$ cat src/rtl/msw_ctrl_unit.sv
module msw_ctrl_unit #(
  parameter int CR_W    = 32,
  parameter int SRC_W   = 16,
  parameter int STORE_W = 16
) (
  input  logic               clk_i,
  input  logic               rst_ni,
  input  logic               op_valid_i,
  input  logic [1:0]         op_code_i,
  input  logic [SRC_W-1:0]   src_i,
  output logic [CR_W-1:0]    ctrl_o,
  output logic [STORE_W-1:0] store_data_o,
  output logic               store_valid_o,
  output logic               prot_active_o
);
  localparam logic [1:0] OpClts  = 2'b01;
  localparam logic [1:0] OpLoad  = 2'b10;
  localparam logic [1:0] OpStore = 2'b11;
  localparam int PeBit = 0;
  localparam int TsBit = 3;

  logic [CR_W-1:0]    cr_q;
  logic [STORE_W-1:0] st_q;
  logic               vld_q;

  wire do_clts  = op_valid_i && op_code_i == OpClts;
  wire do_load  = op_valid_i && op_code_i == OpLoad;
  wire do_store = op_valid_i && op_code_i == OpStore;

  always_ff @(posedge clk_i) begin
    if (!rst_ni) begin
      cr_q  <= '0;
      st_q  <= '0;
      vld_q <= 1'b0;
    end else begin
      vld_q <= do_store;
      if (do_store) st_q <= cr_q[STORE_W-1:0];
      if (do_clts) cr_q[TsBit] <= 1'b0;
      if (do_load) begin
        cr_q[TsBit:PeBit+1] <= src_i[TsBit:PeBit+1];
        cr_q[PeBit]         <= cr_q[PeBit] | src_i[PeBit];
      end
    end
  end

  assign ctrl_o        = cr_q;
  assign store_data_o  = st_q;
  assign store_valid_o = vld_q;
  assign prot_active_o = cr_q[PeBit];
endmodule

$ cat config.mk
export PLATFORM = sky130hd
export DESIGN_NAME = msw_ctrl_unit
export DESIGN_NICKNAME = d
export VERILOG_FILES = /design/src/rtl/msw_ctrl_unit.sv
export SDC_FILE = /design/constraint.sdc
export NUM_CORES = 1
export LEC_CHECK = 0
export ABC_AREA = 0
export BUFFER_PORTS_ARGS = -buffer_cell sky130_fd_sc_hd__buf_2
export CAP_MARGIN = 20
export CORE_MARGIN = 2
export CORE_UTILIZATION = 33
export DETAILED_ROUTE_END_ITERATION = 7
export PLACE_DENSITY = 0.82
export SLEW_MARGIN = 20
export SYNTH_ARGS = -nofsm -noshare
export SYNTH_HDL_FRONTEND = slang
export SYNTH_SLANG_ARGS = --single-unit
$ cat constraint.sdc
create_clock -name clk_i -period 0.8 [get_ports clk_i]
set_input_delay 0.16 -clock clk_i [delete_from_list [all_inputs] [get_ports clk_i]]
set_output_delay 0.16 -clock clk_i [all_outputs]
set_load 0.01 [all_outputs]
==> flow_summary_export.csv <==
group,metric,value,unit
placed_design,gp_congestion,0.684,
clock_network,cts_hold_buffers,0,
logic_synthesis,netlist_top_cells_count,"buf_4, dfxtp_1, nor2_1",
clock_network,clock_latency,250,ps
clock_network,ctsLongestPathBuffers,2,
logic_synthesis,yosys_most_used_dff,"dfxtp_1",
logic_synthesis,synth_top_area_share,47.3,%
grt,grt_start_max_net_pins,9,
sta,slew_viol_final,0,
critical_path,cp_num_cells,1,
grt,grt_overflow,0,
logic_synthesis,yosysSeqAreaShare,27.7,%
sta,finalCritPeriodShare,109,%
finish,fin_nets,125,
routing,drc,0,
floorplanning,io_pins,71,
placed_design,dp_hpwl,812,µm
critical_path,required,640,ps
floorplanning,die_y,48.4,µm
sta,setup-violations-final,10,
worst_hold_path,holdPathStages,3,
routing,via_count,447,
pwr,leakagePower,0.440,nW
sta,fin_crit,875,ps
run_status,status,"complete, but fails checks",
critical_path,worstSetupEndpointType,"primary output",
finish,multiInputGateArea,305,µm²
logic_synthesis,synth_edf_count,0,
critical_path,crit_family,"flip-flops",
routing,drtPass1Iterations,2,
run_status,violations,"setup timing",
logic_synthesis,async_flop_share,0,%
routing,vias_per_cell,3.44,
finish,area_delta_synth_final,15.8,%
grt,antenna_found_initial,0,
sta,tns,-529,ps
critical_path,worstPathMaxFanout,2,
logic_synthesis,syn-cell-area,651,µm²
grt,grt_pass1_vias,357,
critical_path,rr_worst_depth,3,
logic_synthesis,ys_ff_latch,9,
clock_network,tritoncts,"done",
sta,fmax,1.14,GHz
logic_synthesis,syn_area_per_cell,8.56,µm²
job,cap_violations,0,
sta,hold_viol_final,0,
floorplanning,initial_core_util,34.2,%
floorplanning,rows,16,
routing,wire_per_inst,7.70,µm
finish,drive_gt1_share,37.9,%
clock_network,ctsHtreeMaxLevel,1,
routing,ant_nets,0,
sta,fin_ws,-75.3,ps
logic_synthesis,ys_types,14,
placed_design,dpl-instance-area,636,µm²
clock_network,clock-sinks,9,
critical_path,worstPathArrival,720,ps
sta,clock_skew,0.147,ps
floorplanning,die_w,48.4,µm
critical_path,max_stage_delay,360,ps
critical_path,worst-path-buf-inv,1,
placed_design,pre_cts_ws,-71.0,ps
worst_hold_path,hold_path_class,"in2reg",
floorplanning,die_area,0.00234,mm²
routing,drtIter0Drc,1,
clock_network,root_buffer,"clkbuf_4",
routing,routed_wl,1000,µm
finish,fill_cells,191,
clock_network,clk_pin_slew,60,ps
logic_synthesis,synth_area_leaders,"buf_4, dfxtp_1, mux2i_1",
grt,grt_first_pass_wirelength,1480,µm
critical_path,worstPathCellList,"buf_6",
pwr,powerDensity,1340,mW/mm²
logic_synthesis,yosysTopAreaCell,"buf_4",
placed_design,io_buffer_count,18,
clock_network,cts_buffers,3,
finish,fin_area,753,µm²
logic_synthesis,synth_most_common_cell,"buf_4",
critical_path,crit_slowest_cell,"dfxtp_2",
critical_path,crit_type,"reg2out",
logic_synthesis,synth_cells,76,
sta,rsz0062_at_grt,"yes",
grt,grt_usage,8.44,%
finish,diodes,0,
critical_path,startpoint_type,"flip-flop",
floorplanning,fp.coreArea,0.00190,mm²
finish,ff_latch_area,190,µm²
logic_synthesis,ys.warnings.count,0,
pwr,vdd_drop_max,901,µV
==> state kept, by name, indices dropped and copies added, names as in the netlist <==
| name | flops |
|---|---|
| store_valid_o | 1 |
| store_data_o | 4 |
| ctrl_o | 4 |
==> cell type report <==
type	count	area share, %
flip-flops and latches	9	25.2
inverters	2	0.997
multi-input cells	63	40.5
repair buffers	25	25.2
well taps	27	4.49
clock buffers	4	3.49
==> kinds of logic (layout without fill, tap and decap cells) <==
kind of cell	after synthesis	after routing	share of synthesized area (%)
AO/OA/AOI/OAI	4	4	3.08
buffers and inverters	43	31	48.5
flip-flops	9	9	27.7
multiplexers	6	6	9.23
other	1	40	0.576
AND/OR/NAND/NOR	13	13	11.0
==> per-stage QoR <==
| stage | cells | hold WS (ps) | util, % | total power, mW |
|---|---|---|---|---|
| 6_report | 130 | 131 | 39.6 | 1.01 |
| 4_1_cts | 130 | 128 | 39.2 | 1.01 |
| 2_1_floorplan | 115 | 299 | - | 0.741 |
| 3_3_place_gp | 122 | 389 | 33.4 | 0.647 |
| 3_5_place_dp | 122 | 398 | 33.4 | 0.650 |
| 5_1_grt | 130 | 171 | 39.6 | 1.07 |
==> power breakdown <==
part	internal (mW)	leakage, nW	switching, mW
Combinational	0.0649	0.348	0.136
Clock	0.192	0.0150	0.148
Sequential	0.460	0.0768	0.00683
Total	0.716	0.440	0.291
==> final timing paths <==
check / from / end / slack [ps]
worst max-delay path: ctrl_o[2] / ctrl_o[2] / -80
worst min-delay path: src_i[1] / ctrl_o[1] / 130
worst max register to register: ctrl_o[1] / store_data_o[1] / 50
worst min register to register: store_data_o[0] / store_data_o[0] / 500
==> routing by layer <==
layer  routed length [µm]  part of all wire (%)  global-route usage, %  vias to the layer above
li1                     -                     -                      -                      214
met3                  150                    15                   6.17                        0
met4                    0                     0                      0                        0
met5                    0                     0                      0                        -
met2                  500                    50                   15.7                       39
met1                  350                    35                   7.88                      194
==> placed cells by master (no fill, tap or decap), drive strengths merged <==
| cell type | instances |
|---|---|
| o21ai | 2 |
| buf | 25 |
| nand2 | 1 |
| a21oi | 2 |
| nor2 | 7 |
| clkbuf | 4 |
| dfxtp | 9 |
| nand3 | 2 |
| conb | 40 |
| nand3b | 1 |
| mux2i | 6 |
| nand4b | 1 |
| and3b | 1 |
| inv | 2 |
==> what timing repair did <==
item / 4_1_cts / 5_1_grt
buffers inserted: 4 / 0
pin swaps: 0 / 1
setup endpoints to repair: 10 / 12
gates resized for setup: 15 / 3
Power figures use the tool's default switching activity.
